### src/rtl/spr_pkg.sv
package spr_pkg;
  localparam logic [15:0] NUM_NPC       = 16'h0010;
  localparam logic [15:0] NUM_SR        = 16'h0011;
  localparam logic [15:0] NUM_PMR       = 16'h4000;
  localparam logic [15:0] NUM_PICMR     = 16'h4800;
  localparam logic [15:0] NUM_PICSR     = 16'h4802;
  localparam logic [15:0] NUM_DC_PREF   = 16'h1802;
  localparam logic [15:0] NUM_DC_FLUSH  = 16'h1803;
  localparam logic [15:0] NUM_DC_INV    = 16'h1804;
  localparam logic [15:0] NUM_DC_WB     = 16'h1805;
  localparam logic [15:0] NUM_DC_LOCK   = 16'h1806;
  localparam logic [15:0] NUM_IC_PREF   = 16'h2002;
  localparam logic [15:0] NUM_IC_INV    = 16'h2003;
  localparam logic [15:0] NUM_IC_LOCK   = 16'h2004;
  localparam logic [15:0] NUM_GPR_BASE  = 16'h0400;
  localparam logic [15:0] NUM_DTLB_BASE = 16'h0800;
  localparam logic [15:0] NUM_ITLB_BASE = 16'h0A00;

  localparam int SR_FIXED  = 15;
  localparam int SR_INTEN  = 2;
  localparam int PMR_SUSP  = 4;
  localparam logic [31:0] SR_RESET = 32'h0000_8000;

  localparam logic [31:0] KEEP_MATCH  = 32'hFFFF_E0FF;
  localparam logic [31:0] KEEP_DXLATE = 32'hFFFF_E3FF;
  localparam logic [31:0] KEEP_IXLATE = 32'hFFFF_E0FF;

  typedef enum logic [2:0] {
    CMD_DC_PREF, CMD_DC_FLUSH, CMD_DC_INV, CMD_DC_WB,
    CMD_DC_LOCK, CMD_IC_PREF, CMD_IC_INV, CMD_IC_LOCK
  } cacheCmd_e;

  typedef enum logic [3:0] {
    RD_ZERO, RD_SR, RD_NPC, RD_PICMR, RD_PICSR, RD_PMR, RD_FLUSH, RD_GPR, RD_TLB
  } rdSel_e;

  typedef struct packed {
    logic      wrSr;
    logic      wrNpc;
    logic      wrPicmr;
    logic      wrPicsr;
    logic      wrPmr;
    logic      wrTlb;
    logic      wrGpr;
    logic      cmdFire;
    logic      wrFlush;
    cacheCmd_e cmdKind;
    logic      tlbInstr;
    logic      tlbXlate;
    rdSel_e    rdSel;
  } sprStrb_t;
endpackage

### src/rtl/spr_ctrl.sv
module spr_ctrl
  import spr_pkg::*;
#(
  parameter int TLB_WAYS = 2,
  parameter int TLB_SETS = 4,
  localparam int TLB_ENTRIES = 4 * TLB_WAYS * TLB_SETS,
  localparam int IDX_W = $clog2(TLB_ENTRIES)
) (
  input  logic             clk,
  input  logic             rstN,
  input  logic             wrEn,
  input  logic [15:0]      regNum,
  output sprStrb_t         strb,
  output logic [IDX_W-1:0] tlbIdx
);
  logic dSide, iSide, wayBit, xlBit, tlbHit;
  logic [6:0] setNum;
  rdSel_e sel;
  logic isCmd;
  cacheCmd_e kind;

  assign dSide  = regNum[15:9] == NUM_DTLB_BASE[15:9];
  assign iSide  = regNum[15:9] == NUM_ITLB_BASE[15:9];
  assign wayBit = regNum[8];
  assign xlBit  = regNum[7];
  assign setNum = regNum[6:0];
  assign tlbHit = (dSide || iSide) && (int'(wayBit) < TLB_WAYS) && (int'(setNum) < TLB_SETS);
  assign tlbIdx = IDX_W'(((int'(iSide) * TLB_WAYS + int'(wayBit)) * 2 + int'(xlBit)) * TLB_SETS
                         + int'(setNum));

  always_comb begin
    sel   = RD_ZERO;
    isCmd = 1'b0;
    kind  = CMD_DC_PREF;
    case (regNum)
      NUM_SR:       sel = RD_SR;
      NUM_NPC:      sel = RD_NPC;
      NUM_PICMR:    sel = RD_PICMR;
      NUM_PICSR:    sel = RD_PICSR;
      NUM_PMR:      sel = RD_PMR;
      NUM_DC_FLUSH: begin sel = RD_FLUSH; isCmd = 1'b1; kind = CMD_DC_FLUSH; end
      NUM_DC_PREF:  begin isCmd = 1'b1; kind = CMD_DC_PREF; end
      NUM_DC_INV:   begin isCmd = 1'b1; kind = CMD_DC_INV;  end
      NUM_DC_WB:    begin isCmd = 1'b1; kind = CMD_DC_WB;   end
      NUM_DC_LOCK:  begin isCmd = 1'b1; kind = CMD_DC_LOCK; end
      NUM_IC_PREF:  begin isCmd = 1'b1; kind = CMD_IC_PREF; end
      NUM_IC_INV:   begin isCmd = 1'b1; kind = CMD_IC_INV;  end
      NUM_IC_LOCK:  begin isCmd = 1'b1; kind = CMD_IC_LOCK; end
      default: begin
        if (regNum[15:5] == NUM_GPR_BASE[15:5]) sel = RD_GPR;
        else if (tlbHit) sel = RD_TLB;
      end
    endcase
  end

  always_comb begin
    strb          = '0;
    strb.rdSel    = sel;
    strb.cmdKind  = kind;
    strb.tlbInstr = iSide;
    strb.tlbXlate = xlBit;
    strb.wrSr     = wrEn && sel == RD_SR;
    strb.wrNpc    = wrEn && sel == RD_NPC;
    strb.wrPicmr  = wrEn && sel == RD_PICMR;
    strb.wrPicsr  = wrEn && sel == RD_PICSR;
    strb.wrPmr    = wrEn && sel == RD_PMR;
    strb.wrTlb    = wrEn && sel == RD_TLB;
    strb.wrGpr    = wrEn && sel == RD_GPR;
    strb.cmdFire  = wrEn && isCmd;
    strb.wrFlush  = wrEn && sel == RD_FLUSH;
  end

  // a single write lands on at most one hook
  assert_one_hook_R2: assert property (@(posedge clk) disable iff (!rstN)
    $onehot0({strb.wrSr, strb.wrNpc, strb.wrPicmr, strb.wrPicsr, strb.wrPmr,
              strb.wrTlb, strb.wrGpr, strb.cmdFire}));
endmodule

### src/rtl/spr_dpath.sv
module spr_dpath
  import spr_pkg::*;
#(
  parameter int TLB_WAYS = 2,
  parameter int TLB_SETS = 4,
  localparam int TLB_ENTRIES = 4 * TLB_WAYS * TLB_SETS,
  localparam int IDX_W = $clog2(TLB_ENTRIES)
) (
  input  logic             clk,
  input  logic             rstN,
  input  sprStrb_t         strb,
  input  logic [IDX_W-1:0] tlbIdx,
  input  logic             rdEn,
  input  logic [31:0]      wrData,
  input  logic [31:0]      pcIn,
  input  logic             edgeMode,
  input  logic [31:0]      gprRdata,
  output logic             rdValid,
  output logic [31:0]      rdData,
  output logic             pcLoad,
  output logic [31:0]      pcLoadValue,
  output logic [31:0]      fetchNext,
  output logic             intEnPulse,
  output logic             suspendReq,
  output logic             cmdValid,
  output logic [2:0]       cmdKind,
  output logic [31:0]      cmdAddr
);
  logic [31:0] srReg, picmrReg, picsrReg, pmrReg;
  logic        flushSeen;
  logic [31:0] tlbMem [TLB_ENTRIES];
  logic [31:0] tlbKeep, rdMux;

  always_comb begin
    if (!strb.tlbXlate)     tlbKeep = KEEP_MATCH;
    else if (strb.tlbInstr) tlbKeep = KEEP_IXLATE;
    else                    tlbKeep = KEEP_DXLATE;
  end

  always_comb begin
    case (strb.rdSel)
      RD_SR:    rdMux = srReg;
      RD_NPC:   rdMux = pcIn;
      RD_PICMR: rdMux = picmrReg;
      RD_PICSR: rdMux = picsrReg;
      RD_PMR:   rdMux = pmrReg;
      RD_FLUSH: rdMux = flushSeen ? 32'hFFFF_FFFF : 32'h0;
      RD_GPR:   rdMux = gprRdata;
      RD_TLB:   rdMux = tlbMem[tlbIdx];
      default:  rdMux = 32'h0;
    endcase
  end

  always_ff @(posedge clk or negedge rstN) begin
    if (!rstN) begin
      srReg     <= SR_RESET;
      picmrReg  <= '0;
      picsrReg  <= '0;
      pmrReg    <= '0;
      flushSeen <= 1'b0;
      for (int i = 0; i < TLB_ENTRIES; i++) tlbMem[i] <= '0;
    end else begin
      if (strb.wrSr)    srReg    <= wrData | (32'h1 << SR_FIXED);
      if (strb.wrPicmr) picmrReg <= wrData;
      if (strb.wrPicsr && edgeMode) picsrReg <= wrData;
      if (strb.wrPmr)   pmrReg   <= wrData;
      if (strb.wrFlush) flushSeen <= 1'b1;
      if (strb.wrTlb)   tlbMem[tlbIdx] <= wrData & tlbKeep;
    end
  end

  always_ff @(posedge clk or negedge rstN) begin
    if (!rstN) begin
      rdValid     <= 1'b0;
      rdData      <= '0;
      pcLoad      <= 1'b0;
      pcLoadValue <= '0;
      fetchNext   <= '0;
      intEnPulse  <= 1'b0;
      cmdValid    <= 1'b0;
      cmdKind     <= '0;
      cmdAddr     <= '0;
    end else begin
      rdValid <= rdEn;
      if (rdEn) rdData <= rdMux;
      pcLoad <= strb.wrNpc;
      if (strb.wrNpc) begin
        pcLoadValue <= wrData;
        fetchNext   <= wrData + 32'd4;
      end
      intEnPulse <= (strb.wrSr && wrData[SR_INTEN] && !srReg[SR_INTEN])
                 || (strb.wrPicmr && srReg[SR_INTEN]);
      cmdValid <= strb.cmdFire;
      if (strb.cmdFire) begin
        cmdKind <= strb.cmdKind;
        cmdAddr <= wrData;
      end
    end
  end

  assign suspendReq = pmrReg[PMR_SUSP];

  // read data arrives one cycle after the strobe
  assert_rd_latency_R2: assert property (@(posedge clk) disable iff (!rstN)
    rdEn |=> rdValid);
  // every command write yields a pulse in the next cycle
  assert_cmd_pulse_R3: assert property (@(posedge clk) disable iff (!rstN)
    strb.cmdFire |=> cmdValid);
  // fixed-one status bit never drops
  assert_sr_fixed_R5: assert property (@(posedge clk) disable iff (!rstN)
    srReg[SR_FIXED]);
  // level mode freezes interrupt status
  assert_picsr_gate_R7: assert property (@(posedge clk) disable iff (!rstN)
    !edgeMode |=> $stable(picsrReg));
  // redirect carries the following fetch address
  assert_fetch_next_R9: assert property (@(posedge clk) disable iff (!rstN)
    pcLoad |-> fetchNext == pcLoadValue + 32'd4);
endmodule

### src/rtl/spr_hook_bank.sv
module spr_hook_bank
  import spr_pkg::*;
#(
  parameter int TLB_WAYS = 2,
  parameter int TLB_SETS = 4
) (
  input  logic        clk,
  input  logic        rstN,
  input  logic        wrEn,
  input  logic        rdEn,
  input  logic [15:0] regNum,
  input  logic [31:0] wrData,
  output logic        rdValid,
  output logic [31:0] rdData,
  input  logic [31:0] pcIn,
  output logic        pcLoad,
  output logic [31:0] pcLoadValue,
  output logic [31:0] fetchNext,
  input  logic        edgeMode,
  output logic        intEnPulse,
  output logic        suspendReq,
  output logic        cmdValid,
  output logic [2:0]  cmdKind,
  output logic [31:0] cmdAddr,
  output logic [4:0]  gprAddr,
  output logic        gprWe,
  output logic [31:0] gprWdata,
  input  logic [31:0] gprRdata
);
  localparam int TLB_ENTRIES = 4 * TLB_WAYS * TLB_SETS;
  localparam int IDX_W = $clog2(TLB_ENTRIES);

  sprStrb_t         strb;
  logic [IDX_W-1:0] tlbIdx;

  spr_ctrl #(.TLB_WAYS(TLB_WAYS), .TLB_SETS(TLB_SETS)) uCtrl (
    .clk(clk), .rstN(rstN), .wrEn(wrEn), .regNum(regNum), .strb(strb), .tlbIdx(tlbIdx)
  );

  spr_dpath #(.TLB_WAYS(TLB_WAYS), .TLB_SETS(TLB_SETS)) uDpath (
    .clk(clk), .rstN(rstN), .strb(strb), .tlbIdx(tlbIdx), .rdEn(rdEn), .wrData(wrData),
    .pcIn(pcIn), .edgeMode(edgeMode), .gprRdata(gprRdata), .rdValid(rdValid),
    .rdData(rdData), .pcLoad(pcLoad), .pcLoadValue(pcLoadValue), .fetchNext(fetchNext),
    .intEnPulse(intEnPulse), .suspendReq(suspendReq), .cmdValid(cmdValid),
    .cmdKind(cmdKind), .cmdAddr(cmdAddr)
  );

  assign gprAddr  = regNum[4:0];
  assign gprWe    = strb.wrGpr;
  assign gprWdata = wrData;

  // the side port writes only inside the alias window
  assert_gpr_window_R8: assert property (@(posedge clk) disable iff (!rstN)
    gprWe |-> (wrEn && regNum[15:5] == NUM_GPR_BASE[15:5]));
endmodule

### config.mk
export PLATFORM = sky130hd
export DESIGN_NAME = spr_hook_bank
export DESIGN_NICKNAME = d
export VERILOG_FILES = /design/src/rtl/spr_pkg.sv /design/src/rtl/spr_ctrl.sv /design/src/rtl/spr_dpath.sv /design/src/rtl/spr_hook_bank.sv
export SDC_FILE = /design/constraint.sdc
export NUM_CORES = 2
export LEC_CHECK = 0
export BUFFER_PORTS_ARGS = -buffer_cell sky130_fd_sc_hd__buf_2
export CORE_MARGIN = 5
export CORE_UTILIZATION = 37
export DETAILED_ROUTE_END_ITERATION = 16
export PLACE_DENSITY = 0.63
export SETUP_SLACK_MARGIN = 0.4
export SYNTH_ARGS = -nofsm -noshare
export SYNTH_HDL_FRONTEND = slang
export SYNTH_SLANG_ARGS = --single-unit
### constraint.sdc
create_clock -name clk -period 2.4 [get_ports clk]
set_input_delay 0.48 -clock clk [delete_from_list [all_inputs] [get_ports clk]]
set_output_delay 0.48 -clock clk [all_outputs]
set_load 0.01 [all_outputs]
# [After elaboration in Yosys (flattened, before gate mapping)]
# Cells that the tools add are included.
[word_totals] out_inout_bits=174 inputBits=117 reg_bits=1287
[op_classes] mux=15 n_addsub=4 eq_ne=24 reduce_logical=20 n_bitwise=2 n_lt_le_gt_ge=3
[ops] operator="1024-bit bitwise mux" n=1
[ops] operator="32-bit case mux with 8 select lines" n=1
[ops] operator="32-bit binary-select mux with 5-bit select" n=1
[ops] operator="32-bit demux with 5-bit select" n=1
[ops] operator="32-bit two-way mux" n=5
[ops] operator="16-bit by 13-bit == test with 1-bit output (second input constant)" n=5
[ops] operator="16-bit by 14-bit == test with 1-bit output (second input constant)" n=3
[ops] operator="16-bit by 15-bit == test with 1-bit output (second input constant)" n=3
[ops] operator="32-bit by 3-bit adder with 32-bit output (second input constant)" n=1
[ops] operator="32-bit bitwise AND" n=1
[ops] operator="16-bit by 5-bit == test with 1-bit output (second input constant)" n=2
[ops] operator="4-bit case mux with 7 select lines" n=1
[ops] operator="3-bit case mux with 7 select lines" n=1
[ops] operator="4-bit by 3-bit == test with 1-bit output (second input constant)" n=4
[ops] operator="1-bit logical AND" n=15
[ops] operator="7-bit by 3-bit == test with 1-bit output (second input constant)" n=2
[ops] operator="11-bit by 6-bit == test with 1-bit output (second input constant)" n=1
[ops] operator="10-bit two-way mux" n=1
[ops] operator="4-bit by 2-bit == test with 1-bit output (second input constant)" n=2
[ops] operator="4-bit two-way mux" n=2
[ops] operator="8-bit OR reduction" n=1
[ops] operator="7-bit by 3-bit less-than comparator with 1-bit output (second input constant)" n=1
[ops] operator="7-bit OR reduction" n=1
[ops] operator="6-bit greater-or-equal comparator (second input constant)" n=1
[ops] operator="10 further kinds" n=11

# [Logic depth before layout (Yosys ltp)]
[logic_depth] ltp_word=11 depth_mapped=11 mapped_depth_nobuf=8

# [Hierarchy]
# A second synthesis with hierarchy kept.
[hier_totals] hier_cells=4808 hier_area_um2=54721.2
[modules_own_cells] mod="spr_dpath" cells_per_inst=4686 instances=1 area_each_um2=53884.2
[modules_own_cells] mod="spr_ctrl" cells_per_inst=85 instances=1 area_each_um2=559.3
[modules_own_cells] mod="spr_hook_bank" cells_per_inst=37 instances=1 area_each_um2=277.8

# [Worst setup path after synthesis]
# OpenSTA, ideal clock, no wires.
[synth_timing] kind="input port to flip-flop" startpoint="in regNum[2]" endpoint="reg uDpath.rdData[27]" path_buffers=2 required_time_ps=2310 stages=10 path_slack_ps=-502 t_arrival_ps=2811 setup_ps=90 path_cell_list="ha_1 fa_1 xnor2_1 nor3_4 buf_4 o21ai_2 buf_4 o221ai_1 or4_1 o221ai_1"
[synth_between] elab_chain_len=7
[synth_rtl] element="start, declared" line="spr_hook_bank.sv:11" text="input logic [15:0] regNum,"
[synth_rtl] element="7-bit by 3-bit less-than comparator with 1-bit output" line="spr_ctrl.sv:27" text="assign tlbHit = (dSide || iSide) && (int'(wayBit) < TLB_WAYS) && (int'(setNum) < TLB_SETS);"
[synth_rtl] element="1-bit logical AND" line="spr_ctrl.sv:27"
[synth_rtl] element="4-bit two-way mux" line="spr_ctrl.sv:51" text="else if (tlbHit) sel = RD_TLB;"
[synth_rtl] element="4-bit two-way mux" line="spr_ctrl.sv:50" text="if (regNum[15:5] == NUM_GPR_BASE[15:5]) sel = RD_GPR;"
[synth_rtl] element="4-bit case mux with 7 select lines" line="spr_ctrl.sv:35" text="case (regNum)"
[synth_rtl] element="4-bit == test, or another cell as far along" line="spr_dpath.sv:41" text="case (strb.rdSel)"
[synth_rtl] element="32-bit case mux with 8 select lines *" line="spr_dpath.sv:41"
[synth_rtl] element="end signal, assigned" line="spr_dpath.sv:85" text="if (rdEn) rdData <= rdMux;"
[synth_rtl] element="end, declared" line="spr_dpath.sv:19" text="output logic [31:0] rdData,"
# Mark *: on every way between the ends. The rest lies on a longest branch, timed or not. The select of a mux whose other input is x is not followed.
# A chain may end at the register's enable or synchronous reset.

# [Final worst setup path]
[layout_timing] startpoint="in regNum[2]" endpoint="reg uDpath.tlbMem[241] (netlist bit)"
[layout_between] elab_chain_len=7
[layout_rtl] element="5-bit adder / 7-bit by 3-bit less-than comparator with 1-bit output (equally long branches)" line="spr_ctrl.sv:29, spr_ctrl.sv:27"
[layout_rtl] element="5-bit inverter with 6-bit output (implied by the code) / 1-bit logical AND (equally long branches)" line="spr_dpath.sv:68, spr_ctrl.sv:27"
[layout_rtl] element="6-bit greater-or-equal comparator (implied by the code), or another cell as far along" line="spr_dpath.sv:68" text="if (strb.wrTlb) tlbMem[tlbIdx] <= wrData & tlbKeep;"
[layout_rtl] element="1-bit logical AND (implied by the code) / 4-bit two-way mux (equally long branches)" line="spr_dpath.sv:68, spr_ctrl.sv:50"
[layout_rtl] element="32-bit two-way mux (implied by the code) / 4-bit case mux with 7 select lines (equally long branches)" line="spr_dpath.sv:68, spr_ctrl.sv:35"
[layout_rtl] element="32-bit demux with 5-bit select / 4-bit == test (equally long branches)" line="spr_dpath.sv:68, spr_ctrl.sv:67"
[layout_rtl] element="1024-bit bitwise mux / 1-bit logical AND (equally long branches)" line="spr_dpath.sv:68, spr_ctrl.sv:67"
[layout_rtl] element="end signal, assigned by index" line="spr_dpath.sv:68"
[layout_rtl] element="end, declared" line="spr_dpath.sv:31" text="logic [31:0] tlbMem [TLB_ENTRIES];"
# Several ways; a longest one is shown, not always the timed one.

==> results.md <==
* Post-Synth Simple-Gate Area at 12.6%
* Most frequent cells in the layout: 1,186 x dfrtp_1, 1,044 x nand2_1, 515 x mux2_2
* Initial core utilization at 37.3%
* Sinks on Clock Net at 1,189
* Vias per cell at 5.83
* Max VDD drop at 0.615 mV
* Max Clk Rate at 0.415 GHz
* Crit path max fanout at 8
* Switching Fraction at 24.3%
* Unrepaired setup endpoints after global routing: yes
* Drt total wl at 209,000 um
* Compound-Gate Fraction of Synth Area at 5.39%
* Routed len/inst at 28.5 um
* Post-Synth XOR/XNOR Area at 0.484%
* Area Growth Syn to Fin at 34.0%
* Die height at 393 um
* Post-route ant nets at 0
* Min Tclk post-route at 2.41 ns
* Worst-Skew Late Latency at 0.75 ns
* Startpoint of the worst hold path: rdEn
* DIE WIDTH at 393 um
* Syn_area_per_cell at 11.7 um^2
* H-tree lvl count at 4
* Fin crit share at 100%
* CTS Root Cell: clkbuf_16
* Most common cell after layout, fill and taps aside: dfrtp_1
* I/O Buffers at 290
* Overall routing resource usage at 25.8%
* Top_reg_cell synth: dfrtp_1
* Failing checks: negative setup slack
* Mux contribution to synthesized area at 22.6%
* Rel. slew slack at 46.9%
* WS Path Type: input port to register
* Total CTS buffers at 133
* Initial drt markers at 4,717
* Area of the core at 146,000 um^2
* Combinational Power Share at 8.4%
* Class of the worst hold path: input port to register
* Synth unique cells at 79
* GPL Wtd Cong at 0.938
* Die area at 155,000 um^2
* Antenna violations before repair at 7
* # setup viols final at 8
* Fin nets at 5,436
* Seq/Total Area, Yosys at 54.8%
* Crit. Startpoint: regNum[2]
* Req. time, crit path at 3.02 ns
* Total of max-cap violations at 0
* Worst-Margin Slew at 0.797 ns
* Rows at 140
* Worst path most repeated cell: buf_12
* DRT Pass-1 Iters at 6
* Main combinational cell family by area after synthesis: multiplexers
* Synth Instances at 4,629
* Crit-path cells: buf_8 > ha_4 > fa_2 > xnor2_4 > nor3_4 > buf_12 > nor2_4 > buf_12 > buf_12 > nand3_4 > clkbuf_16 > mux2_4
* Sequential share of power at 44.6%
* Startpoint Class: input port
* Status: finished, violations left
* Skew final at 0.0235 ns
* Power per cell area at 619 nW/um^2
* Post-DP HPWL at 127,000 um
* Synth Warn # at 0
* DRC Markers at 0
* Synth Area in Adders at 0.101%
* Max Slew Vio Count at 0
* CTS tree: done
* Via count at 42.8k
* Max incr delay on CP at 0.47 ns
* Final Hold Violating Endpoints at 0
* Dpl cells at 6,868
* Largest net degree at the start of global routing at 111
* I/O pin total at 291
* Psw at 0.0109 W
* Place WS at -0.773 ns
* Setup ws final at -0.00823 ns
* Synthesized cell area at 54,300 um^2
* First-pass GRT wire length at 294,000 um
* Synthesized flop and latch total at 1,189
* Endpoint class of the critical path: register
* Post-synthesis async set-or-reset flop share at 100%
* Clock share of power at 47.1%
* Syn nets at 4,749
* LEAKAGE at 36.0 nW
* Pint at 0.0341 W
* Non-filler instance count after layout at 7,337
* Share of layout cells above drive strength 1 at 46.0%
* GRT overflow at 0
* Data arrival, critical path at 3.03 ns
* Vias in the first global route at 42.5k
* Number of enable flip-flop cells after synthesis at 0
* Bufs on Longest Clock Path at 3
* Crit-path slowest cell: fa_2
* Clock transition at path regs at 0.06 ns
* Final setup TNS at -0.0560 ns
* Reg2reg start: uDpath.tlbMem[661]
==> stage by stage <==
stage               hold slack (ns)  util [%]  cell area (um^2)  power [W]
global placement              0.402      42.3             61700     0.0234
finish                       0.0344      49.9             72800     0.0450
detailed placement            0.402      42.3             61700     0.0234
floorplan                     0.184         -             54900     0.0217
global route                 0.0240      49.9             72800     0.0462
CTS                         0.00243      48.5             70700     0.0448
==> worst max-delay path, delay by kind of cell <==
kind / cells / cell delay [ns]
buffers and inverters: 5 / 0.85
multiplexers: 1 / 0.31
AND/OR/NAND/NOR: 3 / 0.44
adder cells (fa/ha/maj): 2 / 0.62
XOR/XNOR: 1 / 0.31
==> cell usage after synthesis (6+ instances only) <==
cell / count / area share (%)
nand2_1: 1349 / 9.3
dfrtp_1: 1189 / 55
mux2_2: 564 / 12
mux4_2: 232 / 9.6
clkbuf_1: 229 / 1.6
o21ai_0: 195 / 1.8
buf_2: 124 / 1.1
a22oi_1: 72 / 1.0
nand3_1: 71 / 0.65
buf_4: 67 / 0.93
mux2_1: 54 / 1.1
and3_1: 50 / 0.58
o22ai_1: 41 / 0.47
nor2_1: 32 / 0.22
or4_1: 26 / 0.36
a221oi_1: 24 / 0.39
buf_1: 24 / 0.17
o221ai_1: 24 / 0.39
inv_1: 22 / 0.15
nand4_1: 22 / 0.25
xor2_1: 19 / 0.31
a211oi_1: 17 / 0.24
nor3_1: 11 / 0.10
o211ai_1: 11 / 0.15
xnor2_1: 11 / 0.18
mux2i_1: 10 / 0.18
a21o_1: 9 / 0.12
and4_1: 9 / 0.15
o21ai_1: 9 / 0.083
nor2_2: 7 / 0.081
nor4_1: 7 / 0.081
or3_1: 7 / 0.081
a2111o_1: 6 / 0.12
a21oi_1: 6 / 0.055
==> what timing repair did <==
| action | CTS | global route |
|---|---|---|
| cloned | 71 | 12 |
| endpoints found under the hold margin | 308 | 0 |
| endpoints found under the setup margin | 970 | 1060 |
| hold buffers | 2 | 0 |
| gates resized for setup | 468 | 408 |
| setup buffers | 111 | 34 |
| pin swaps | 183 | 183 |
==> path summary, 6_finish.rpt <==
| kind | endpoint | slack, ns | cells past startpoint |
|---|---|---|---|
| worst max register to register | uDpath.rdData[21] | 0.28 | 6 |
| worst max-delay path | uDpath.tlbMem[241] | -0.008 | 12 |
| worst min-delay path | uDpath.rdData[8] | 0.03 | 2 |
| max in group asynchronous | uDpath.tlbMem[167] | 1.17 | 3 |
| min in group asynchronous | uDpath.tlbMem[83] | 0.27 | 2 |
| worst min register to register | uDpath.tlbMem[662] | 0.46 | 2 |
==> power groups by stage <==
| stage | clock (W) | combinational (W) | sequential, W |
|---|---|---|---|
| global placement | 0 | 0.00299 | 0.0204 |
| finish | 0.0212 | 0.00376 | 0.0201 |
| global route | 0.0222 | 0.00391 | 0.0201 |
| CTS | 0.0213 | 0.00342 | 0.0201 |
| detailed placement | 0 | 0.00300 | 0.0204 |
| floorplan | 0 | 0.00128 | 0.0204 |
==> per-layer routing <==
layer,vias up,wire length (um),GRT usage (%)
met5,-,31,0
met4,4,14300,14.7
met3,656,21100,6.08
met2,2406,92400,38.8
met1,22200,81100,34.4
li1,17600,-,-
==> cells by family (layout without fill, tap and decap cells) <==
kind of cell | after synthesis | after routing
AOI/OAI and AO/OA | 445 | 446
xor gates and xnor gates | 30 | 30
adders and majority gates | 4 | 4
buffers and inverters | 466 | 1248
DFF | 1189 | 1189
muxes | 860 | 860
other | 0 | 3
and+or+nand+nor | 1635 | 1640
==> layout make-up <==
type | count | area [um^2]
clock buffer | 193 | 3930
clock inverter | 43 | 579
tap | 1917 | 2400
multi-input combinational | 2980 | 25100
sequential | 1189 | 29800
inverter | 22 | 82.6
fill | 12200 | 73000
timing repair buffer | 990 | 10900
antenna | 3 | 7.51
==> state kept, by name, summed over array words and instances (netlist names) <==
name,cells
uDpath.pcLoad,1
uDpath.picmrReg,32
uDpath.cmdAddr,32
uDpath.cmdValid,1
uDpath.fetchNext,32
uDpath.srReg,31
uDpath.intEnPulse,1
uDpath.pcLoadValue,30
uDpath.pmrReg,32
uDpath.picsrReg,32
uDpath.rdData,32
uDpath.rdValid,1
uDpath.cmdKind,3
uDpath.tlbMem,928
uDpath.flushSeen,1
Note: power is estimated with default switching activity, not from simulation.
